$ cat config.mk
export PLATFORM = sky130hd
export DESIGN_NAME = sar_seq_top
export DESIGN_NICKNAME = d
export VERILOG_FILES = /design/src/rtl/sar_seq_pkg.sv /design/src/rtl/sar_frame_ctr.sv /design/src/rtl/sar_bit_reg.sv /design/src/rtl/sar_result_reg.sv /design/src/rtl/sar_strobe_gen.sv /design/src/rtl/sar_seq_top.sv
export SDC_FILE = /design/constraint.sdc
export NUM_CORES = 1
export LEC_CHECK = 0
export CAP_MARGIN = 5
export CORE_UTILIZATION = 50
export CTS_BUF_LIST = sky130_fd_sc_hd__clkbuf_8
export CTS_CLUSTER_DIAMETER = 200
export DETAILED_ROUTE_END_ITERATION = 6
export PLACE_DENSITY_LB_ADDON = 0.08
export SLEW_MARGIN = 20
export SYNTH_ARGS = -nofsm -noshare
export SYNTH_HDL_FRONTEND = slang
export SYNTH_HIERARCHICAL = 1
export SYNTH_SLANG_ARGS = --single-unit
$ cat constraint.sdc
create_clock -name clk -period 2 [get_ports clk]
set_input_delay 0.6 -clock clk [delete_from_list [all_inputs] [get_ports clk]]
set_output_delay 0.6 -clock clk [all_outputs]
set_load 0.01 [all_outputs]
$ cat src/rtl/sar_seq_pkg.sv
package sar_seq_pkg;

    localparam int unsigned RES_BITS = 10;
    localparam int unsigned SAMP_CYC = 2;
    localparam int unsigned HOLD_CYC = 1;

    typedef enum logic [1:0] {
        PH_IDLE   = 2'd0,
        PH_SAMPLE = 2'd1,
        PH_TRIAL  = 2'd2,
        PH_HOLD   = 2'd3
    } phase_e;

    function automatic int unsigned frame_len(input int unsigned nbits,
                                              input int unsigned nsamp,
                                              input int unsigned nhold);
        return nsamp + nbits + nhold;
    endfunction

endpackage

$ cat src/rtl/sar_frame_ctr.sv
module sar_frame_ctr
    import sar_seq_pkg::*;
#(
    parameter int unsigned NBITS = RES_BITS,
    parameter int unsigned NSAMP = SAMP_CYC,
    parameter int unsigned NHOLD = HOLD_CYC
) (
    input  logic             clk,
    input  logic             rst,
    input  logic             clr_n,
    output phase_e           phase,
    output logic [NBITS-1:0] sel,
    output logic             start_trial,
    output logic             load_result,
    output logic             wrap
);

    localparam int unsigned FRAME = frame_len(NBITS, NSAMP, NHOLD);
    localparam int unsigned CW    = $clog2(FRAME);
    localparam logic [CW-1:0] LAST_SLOT   = CW'(FRAME - 1);
    localparam logic [CW-1:0] FIRST_TRIAL = CW'(NSAMP);
    localparam logic [CW-1:0] LAST_TRIAL  = CW'(NSAMP + NBITS - 1);
    localparam logic [CW-1:0] PRE_TRIAL   = CW'(NSAMP - 1);

    logic          run;
    logic [CW-1:0] cnt;

    // run drops on reset/clear; the cycle after it rises is slot 0
    always_ff @(posedge clk) begin
        if (rst || !clr_n) begin
            run <= 1'b0;
            cnt <= '0;
        end else if (!run) begin
            run <= 1'b1;
            cnt <= '0;
        end else if (cnt == LAST_SLOT) begin
            cnt <= '0;
        end else begin
            cnt <= cnt + 1'b1;
        end
    end

    always_comb begin
        if (!run)                  phase = PH_IDLE;
        else if (cnt < FIRST_TRIAL) phase = PH_SAMPLE;
        else if (cnt <= LAST_TRIAL) phase = PH_TRIAL;
        else                        phase = PH_HOLD;
    end

    assign start_trial = run && (cnt == PRE_TRIAL);
    assign load_result = run && (cnt == LAST_TRIAL);
    assign wrap        = run && (cnt == LAST_SLOT);

    // one trial slot per bit, MSB occupies the first trial slot
    for (genvar k = 0; k < NBITS; k++) begin : g_sel
        localparam logic [CW-1:0] SLOT = CW'(NSAMP + NBITS - 1 - k);
        assign sel[k] = run && (cnt == SLOT);
    end

    a_r1_hold_to_sample: assert property (@(posedge clk) disable iff (rst)
        (wrap && clr_n) |=> (phase == PH_SAMPLE));

    a_r1_start_to_trial: assert property (@(posedge clk) disable iff (rst)
        (start_trial && clr_n) |=> (phase == PH_TRIAL) && sel[NBITS-1]);

    a_r3_single_slot: assert property (@(posedge clk) disable iff (rst)
        (phase == PH_TRIAL) |-> ($countones(sel) == 1));

    a_r3_no_slot_outside: assert property (@(posedge clk) disable iff (rst)
        (phase != PH_TRIAL) |-> (sel == '0));

endmodule

$ cat src/rtl/sar_bit_reg.sv
module sar_bit_reg
    import sar_seq_pkg::*;
#(
    parameter int unsigned NBITS = RES_BITS
) (
    input  logic             clk,
    input  logic             rst,
    input  logic             clr_n,
    input  phase_e           phase,
    input  logic [NBITS-1:0] sel,
    input  logic             start_trial,
    input  logic             wrap,
    input  logic             cmp_i,
    output logic [NBITS-1:0] dac
);

    for (genvar k = 0; k < NBITS; k++) begin : g_bit
        logic q;
        logic set_en;

        if (k == NBITS - 1) begin : g_msb
            assign set_en = start_trial;
        end else begin : g_lower
            // bit k is raised as the bit above it is being resolved
            assign set_en = sel[k+1];
        end

        always_ff @(posedge clk) begin
            if (rst || !clr_n || wrap) begin
                q <= 1'b0;
            end else if (set_en) begin
                q <= 1'b1;
            end else if (sel[k] && cmp_i) begin
                q <= 1'b0;
            end
        end

        assign dac[k] = q;
    end

    a_r2_dac_clear_sampling: assert property (@(posedge clk) disable iff (rst)
        (phase == PH_SAMPLE) |-> (dac == '0));

    a_r3_lower_bits_zero: assert property (@(posedge clk) disable iff (rst)
        (phase == PH_TRIAL) |-> ((dac & (sel - 1'b1)) == '0));

    a_r3_trial_bit_set: assert property (@(posedge clk) disable iff (rst)
        (phase == PH_TRIAL) |-> ((dac & sel) == sel));

    a_r4_decided_kept: assert property (@(posedge clk) disable iff (rst)
        ((phase == PH_TRIAL) && !sel[0] && clr_n) |=>
            ((dac & ~($past(sel) | ($past(sel) - 1'b1))) ==
             ($past(dac) & ~($past(sel) | ($past(sel) - 1'b1)))));

endmodule

$ cat src/rtl/sar_result_reg.sv
module sar_result_reg #(
    parameter int unsigned NBITS = 10
) (
    input  logic             clk,
    input  logic             rst,
    input  logic             clr_n,
    input  logic             load_result,
    input  logic [NBITS-1:0] dac,
    input  logic [NBITS-1:0] sel,
    input  logic             cmp_i,
    output logic [NBITS-1:0] data
);

    logic [NBITS-1:0] final_word;

    // last bit resolves in the same edge that captures the word
    assign final_word = cmp_i ? (dac & ~sel) : dac;

    always_ff @(posedge clk) begin
        if (rst || !clr_n) begin
            data <= '0;
        end else if (load_result) begin
            data <= final_word;
        end
    end

endmodule

$ cat src/rtl/sar_strobe_gen.sv
module sar_strobe_gen
    import sar_seq_pkg::*;
(
    input  logic   clk,
    input  phase_e phase,
    output logic   cmp_rst,
    output logic   cmp_latch
);

    logic in_trial;

    assign in_trial  = (phase == PH_TRIAL);
    // reset in the clock-high half, latch in the clock-low half;
    // latch falls on the rising edge that registers the decision
    assign cmp_rst   = in_trial & clk;
    assign cmp_latch = in_trial & ~clk;

endmodule

$ cat src/rtl/sar_seq_top.sv
module sar_seq_top
    import sar_seq_pkg::*;
#(
    parameter int unsigned NBITS = RES_BITS,
    parameter int unsigned NSAMP = SAMP_CYC,
    parameter int unsigned NHOLD = HOLD_CYC
) (
    input  logic             clk,
    input  logic             rst,
    input  logic             clr_n,
    input  logic             cmp_i,
    output logic             sample_o,
    output logic             cmp_rst_o,
    output logic             cmp_latch_o,
    output logic [NBITS-1:0] dac_o,
    output logic [NBITS-1:0] data_o,
    output logic             eoc_o
);

    phase_e           phase;
    logic [NBITS-1:0] sel;
    logic             start_trial;
    logic             load_result;
    logic             wrap;

    sar_frame_ctr #(.NBITS(NBITS), .NSAMP(NSAMP), .NHOLD(NHOLD)) u_ctr (
        .clk         (clk),
        .rst         (rst),
        .clr_n       (clr_n),
        .phase       (phase),
        .sel         (sel),
        .start_trial (start_trial),
        .load_result (load_result),
        .wrap        (wrap)
    );

    sar_bit_reg #(.NBITS(NBITS)) u_bits (
        .clk         (clk),
        .rst         (rst),
        .clr_n       (clr_n),
        .phase       (phase),
        .sel         (sel),
        .start_trial (start_trial),
        .wrap        (wrap),
        .cmp_i       (cmp_i),
        .dac         (dac_o)
    );

    sar_result_reg #(.NBITS(NBITS)) u_result (
        .clk         (clk),
        .rst         (rst),
        .clr_n       (clr_n),
        .load_result (load_result),
        .dac         (dac_o),
        .sel         (sel),
        .cmp_i       (cmp_i),
        .data        (data_o)
    );

    sar_strobe_gen u_strobe (
        .clk       (clk),
        .phase     (phase),
        .cmp_rst   (cmp_rst_o),
        .cmp_latch (cmp_latch_o)
    );

    assign sample_o = (phase == PH_SAMPLE);
    assign eoc_o    = (phase == PH_HOLD);

    always_comb begin
        if (!rst && (cmp_rst_o || cmp_latch_o)) begin
            a_r5_strobe_in_trial: assert (!sample_o && !eoc_o);
        end
    end

    a_r6_eoc_pulse: assert property (@(posedge clk) disable iff (rst)
        (eoc_o && clr_n) |=> !eoc_o);

    a_r6_hold_word_match: assert property (@(posedge clk) disable iff (rst)
        eoc_o |-> (dac_o == data_o));

    a_r7_data_moves_with_eoc: assert property (@(posedge clk) disable iff (rst)
        clr_n |=> (eoc_o || $stable(data_o)));

    a_r9_clear_empties: assert property (@(posedge clk) disable iff (rst)
        !clr_n |=> (dac_o == '0) && (data_o == '0) && !sample_o && !eoc_o);

endmodule

# Yosys cells after proc, flatten, opt, wreduce, memory -nomap -nowiden

Index checks and enable logic that the tools add are counted.

Order comparisons: 2
Reduce and logical (&&, ||, !) cells: 36
Mux-type cells: 25
Bitwise logic cells: 6
$add $sub $neg: 1
Equal/unequal tests: 15

Operators by type and width:

| operator                                              | number |
|---|---|
| logical AND 1 bit                                     | 22 |
| two-way mux 1 bit                                     | 22 |
| equality test 4 bit, second input constant            | 5 |
| nonzero test 2 bit                                    | 10 |
| equality test 4 x 3 -> 1 bit, second input constant   | 4 |
| bitwise AND 10 bit                                    | 1 |
| two-way mux 10 bit                                    | 1 |
| inverter 10 bit                                       | 1 |
| equality test 4 x 2 -> 1 bit, second input constant   | 2 |
| adder 4 x 1 -> 4 bit, second input constant           | 1 |
| equality test 2 bit, second input constant            | 2 |
| equality test 4 x 1 -> 1 bit, second input constant   | 1 |
| less-or-equal comparator 4 bit, second input constant | 1 |
| < comparator 4 x 2 -> 1 bit, second input constant    | 1 |
| two-way mux 2 bit                                     | 2 |
| OR reduction 3 bit                                    | 1 |
| bitwise AND 1 bit                                     | 2 |
| equality test 2 x 1 -> 1 bit, second input constant   | 1 |
| logical OR 1 bit                                      | 2 |
| inverter 1 bit                                        | 2 |
| logical NOT 1 bit                                     | 1 |

Bits of input ports: 4
Output and inout bits: 24
Word-level logic and storage cells: 98
Register bits after elaboration: 25

# Logic depth before layout (Yosys ltp)

Depth in word-level cells: 6
Depth in mapped cells: 7

# By module

The synthesis kept the hierarchy.

By module, submodules not included:

| module         | instances | area each (µm²) | cells an instance |
|---|---|---|---|
| sar_result_reg | 1         | 556.8           | 55 |
| sar_bit_reg    | 1         | 444.2           | 41 |
| sar_frame_ctr  | 1         | 339.1           | 47 |
| sar_strobe_gen | 1         | 21.3            | 2 |
| sar_seq_top    | 1         | 16.3            | 2 |

==> impl_results.md <==
* Status: finished, violations left
* Failing checks: negative setup slack
* Reg2reg path depth at 6
* Area grow syn2layout at 26.0%
* Average vias per placed instance at 4.98
* Cell row count at 18
* Commonest cells post-synth: 25 x dfxtp_1, 15 x nand2_1, 13 x buf_4, 13 x nand3_1, 13 x nor2_1
* RSZ-0062 raised after global routing: true
* Fin crit share at 111%
* Cts hold-fix bufs at 0
* Crit. End Element: primary output
* Clk pwr share at 48.5%
* Hold Path End: u_result/data[0]
* Clock Latency Late Sink at 0.37 ns
* Worst-path clk slew at 0.08 ns
* Top_reg_cell synth: dfxtp_1
* Routed WL per cell at 12.0 µm
* Die X at 54.5 µm
* LEAKAGE at 0.586 nW
* Hold Crit Start: u_result/data[0]
* Antenna Violating Nets Remaining at 0
* Hold path cells at 2
* Synth Register Bits at 25
* Int Pwr at 0.000832 W
* Die Y at 54.5 µm
* Crit path DAT at 1.61 ns
* Fin. Hold Viols at 0
* Psw at 0.000227 W
* Total Routing Usage GR at 20.8%
* FMAX at 452 MHz
* Synthesis warning total at 6
* GP Congestion at 0.799
* Synth area leaders: dfxtp_1 36%, nand2b_4 10%, buf_4 7.1%, a21oi_2 6.4%, a21boi_0 5.4%
* Min Hold Slack at 0.486 ns
* Fin cells at 206
* Max-slew violation count at 0
* Worst Clk Skew at 0.00319 ns
* Total wire length at 2.48 mm
* Ys async rst share at 0%
* Most common cell in the netlist: dfxtp_1
* Sequential Power Share at 47.3%
* Share of layout cells above drive strength 1 at 29.0%
* GR Layer Usage met1 at 22.1%
* Critical path class: reg -> out
* DR iter-0 viols at 7
* M3 GR Usage at 4.17%
* Most used routing layer: met2
* Total Neg Setup Slack at -0.769 ns
* Pre-CTS WS at -0.265 ns
* Core area at 2540 µm²
* DPL Wire Length at 1.81 mm
* Worst setup SP type: flip-flop
* P per Cell Area at 610 nW/µm²
* Worst Hold Class: reg -> reg
* Mapped Area at 1380 µm²
* # diodes at 0
* Area share of the largest cell type after synthesis at 36.3%
* Syn avg cell area at 9.37 µm²
* NumNets Final at 184
* Switching Share at 21.4%
* Num ports at 28
* Max Cap Viol at 0
* Vias in the first global route at 1006
* Initial antenna violation count at 0
* Dpl cells at 195
* Final Core Density at 68.2%
* First-pass GRT wire length at 4.17 mm
* Setup-failing EPs final at 8
* Critical path required time at 1.40 ns
* Reg-to-Reg End: u_bits/g_bit[2].q
* Slew at the pin with the worst max-slew slack at 0.426 ns
* Reg2reg setup slack at 0.44 ns
* DRC at 0
* Initial core utilization at 54.1%
* Min cycle time layout at 2.21 ns
* DR vias at 1026
* Largest net degree at the start of global routing at 21
* Maximum vdd drop at 0.438 mV
* Synthesized instance count at 147
* TritonCTS clock tree: built
* Die area at 2970 µm²
* IO buf count at 27
* Met2 usage at 35.4%
* Router iterations before antenna repair at 4
* Register area share after synthesis at 36.3%
* Post-synth EDFFs at 0
* Slew headroom at 71.6%
* Final WS setup at -0.213 ns
* Critical path fanouts, max at 3
* Synth cell types at 26
* Net Count, Synth at 155
* Logic pwr share at 4.3%
* GR Overflow Total at 0
* Yosys top cell by area: dfxtp_1
* Crit Reg-Reg Startpoint: u_ctr/cnt[0]
per-layer routing:
metal | routed length (µm) | share of wire, % | up-vias
li1 | - | - | 536
met1 | 1070 | 43 | 466
met2 | 1290 | 52 | 21
met3 | 87 | 3.5 | 3
met4 | 31 | 1.3 | 0
met5 | 0 | 0 | -
power groups by stage:
stage | clock (W) | combinational, W | sequential [W]
floorplan | 0.000000618 | 0.0000223 | 0.000513
global placement | 0.000000709 | 0.0000402 | 0.000512
detailed placement | 0.000000710 | 0.0000404 | 0.000512
CTS | 0.000532 | 0.0000451 | 0.000501
global route | 0.000560 | 0.0000491 | 0.000501
finish | 0.000514 | 0.0000451 | 0.000501
cell type report:
type | instances | area [µm²]
Clock buffer | 9 | 106
Fill cell | 209 | 810
Tap cell | 30 | 37.5
Sequential cell | 25 | 503
Multi-Input combinational cell | 102 | 741
Timing Repair Buffer | 35 | 328
Clock inverter | 2 | 8.76
Inverter | 3 | 11.3
worst max path at each step:
stage / start / endpoint / slack (ns) / cells past startpoint
2_1_floorplan: u_ctr/cnt[2] / cmp_rst_o / 0.17 / 4
4_1_cts: u_ctr/cnt[3] / cmp_latch_o / -0.22 / 6
6_report: u_ctr/cnt[2] / sample_o / -0.21 / 5
3_5_place_dp: clk / cmp_latch_o / -0.26 / 2
3_3_place_gp: clk / cmp_latch_o / -0.26 / 2
5_1_grt: u_ctr/cnt[2] / cmp_latch_o / -0.28 / 6
per-stage QoR:
step / power, W / area [µm²]
after detailed placement: 0.000553 / 1610
after global placement: 0.000553 / 1610
after CTS: 0.00108 / 1730
after floorplan: 0.000536 / 1380
final: 0.00106 / 1740
after global routing: 0.00111 / 1740
layout by cell type (no fill, tap or decap):
cell type         n
a21boi_0         10
a21boi_2          1
a21oi_2          10
and2_2            1
and2_4            1
and2b_2           1
and3b_1           1
buf_2             2
buf_4            10
buf_6             2
clkbuf_8          7
clkdlybuf4s50_1  23
clkinv_1          1
clkinv_2          1
dfxtp_1          23
dfxtp_2           2
ha_1              4
inv_1             3
nand2_1          15
nand2b_1          3
nand2b_4         10
nand3_1          13
nor2_1           13
nor2b_1           1
nor3_1            3
nor3b_2           1
nor3b_4           1
o21a_1           10
or3_4             1
xnor2_1           1
xor2_1            1
critical path: stages, from the launching register on:
cell and delay (ns):
dfxtp_2 0.32, or3_4 0.38, a21boi_2 0.15, buf_4 0.13
and2b_2 0.16, buf_6 0.10
kinds of logic (layout without fill, tap and decap cells):
kind of cell             after synthesis  after routing  synth area share, %
AND/OR/NAND/NOR                       65             65                 30.2
AO/OA/AOI/OAI                         31             31                 17.8
flip-flops                            25             25                 36.3
buffers and inverters                 20             49                 10.7
adder cells (fa/ha/maj)                4              4                 3.63
XOR/XNOR                               2              2                 1.27
sequential cells by signal, summed over array words and instances, names as in the netlist:
signal	count
u_result/data	10
u_ctr/run	1
u_bits/g_bit.q	10
u_ctr/cnt	4
what timing repair did:
action	4_1_cts	5_1_grt
pin swaps	2	2
endpoints found under the setup margin	8	8
buffers inserted	2	0
cloned	0	0
resized for setup	21	2
(Power assumes the default switching activity.)
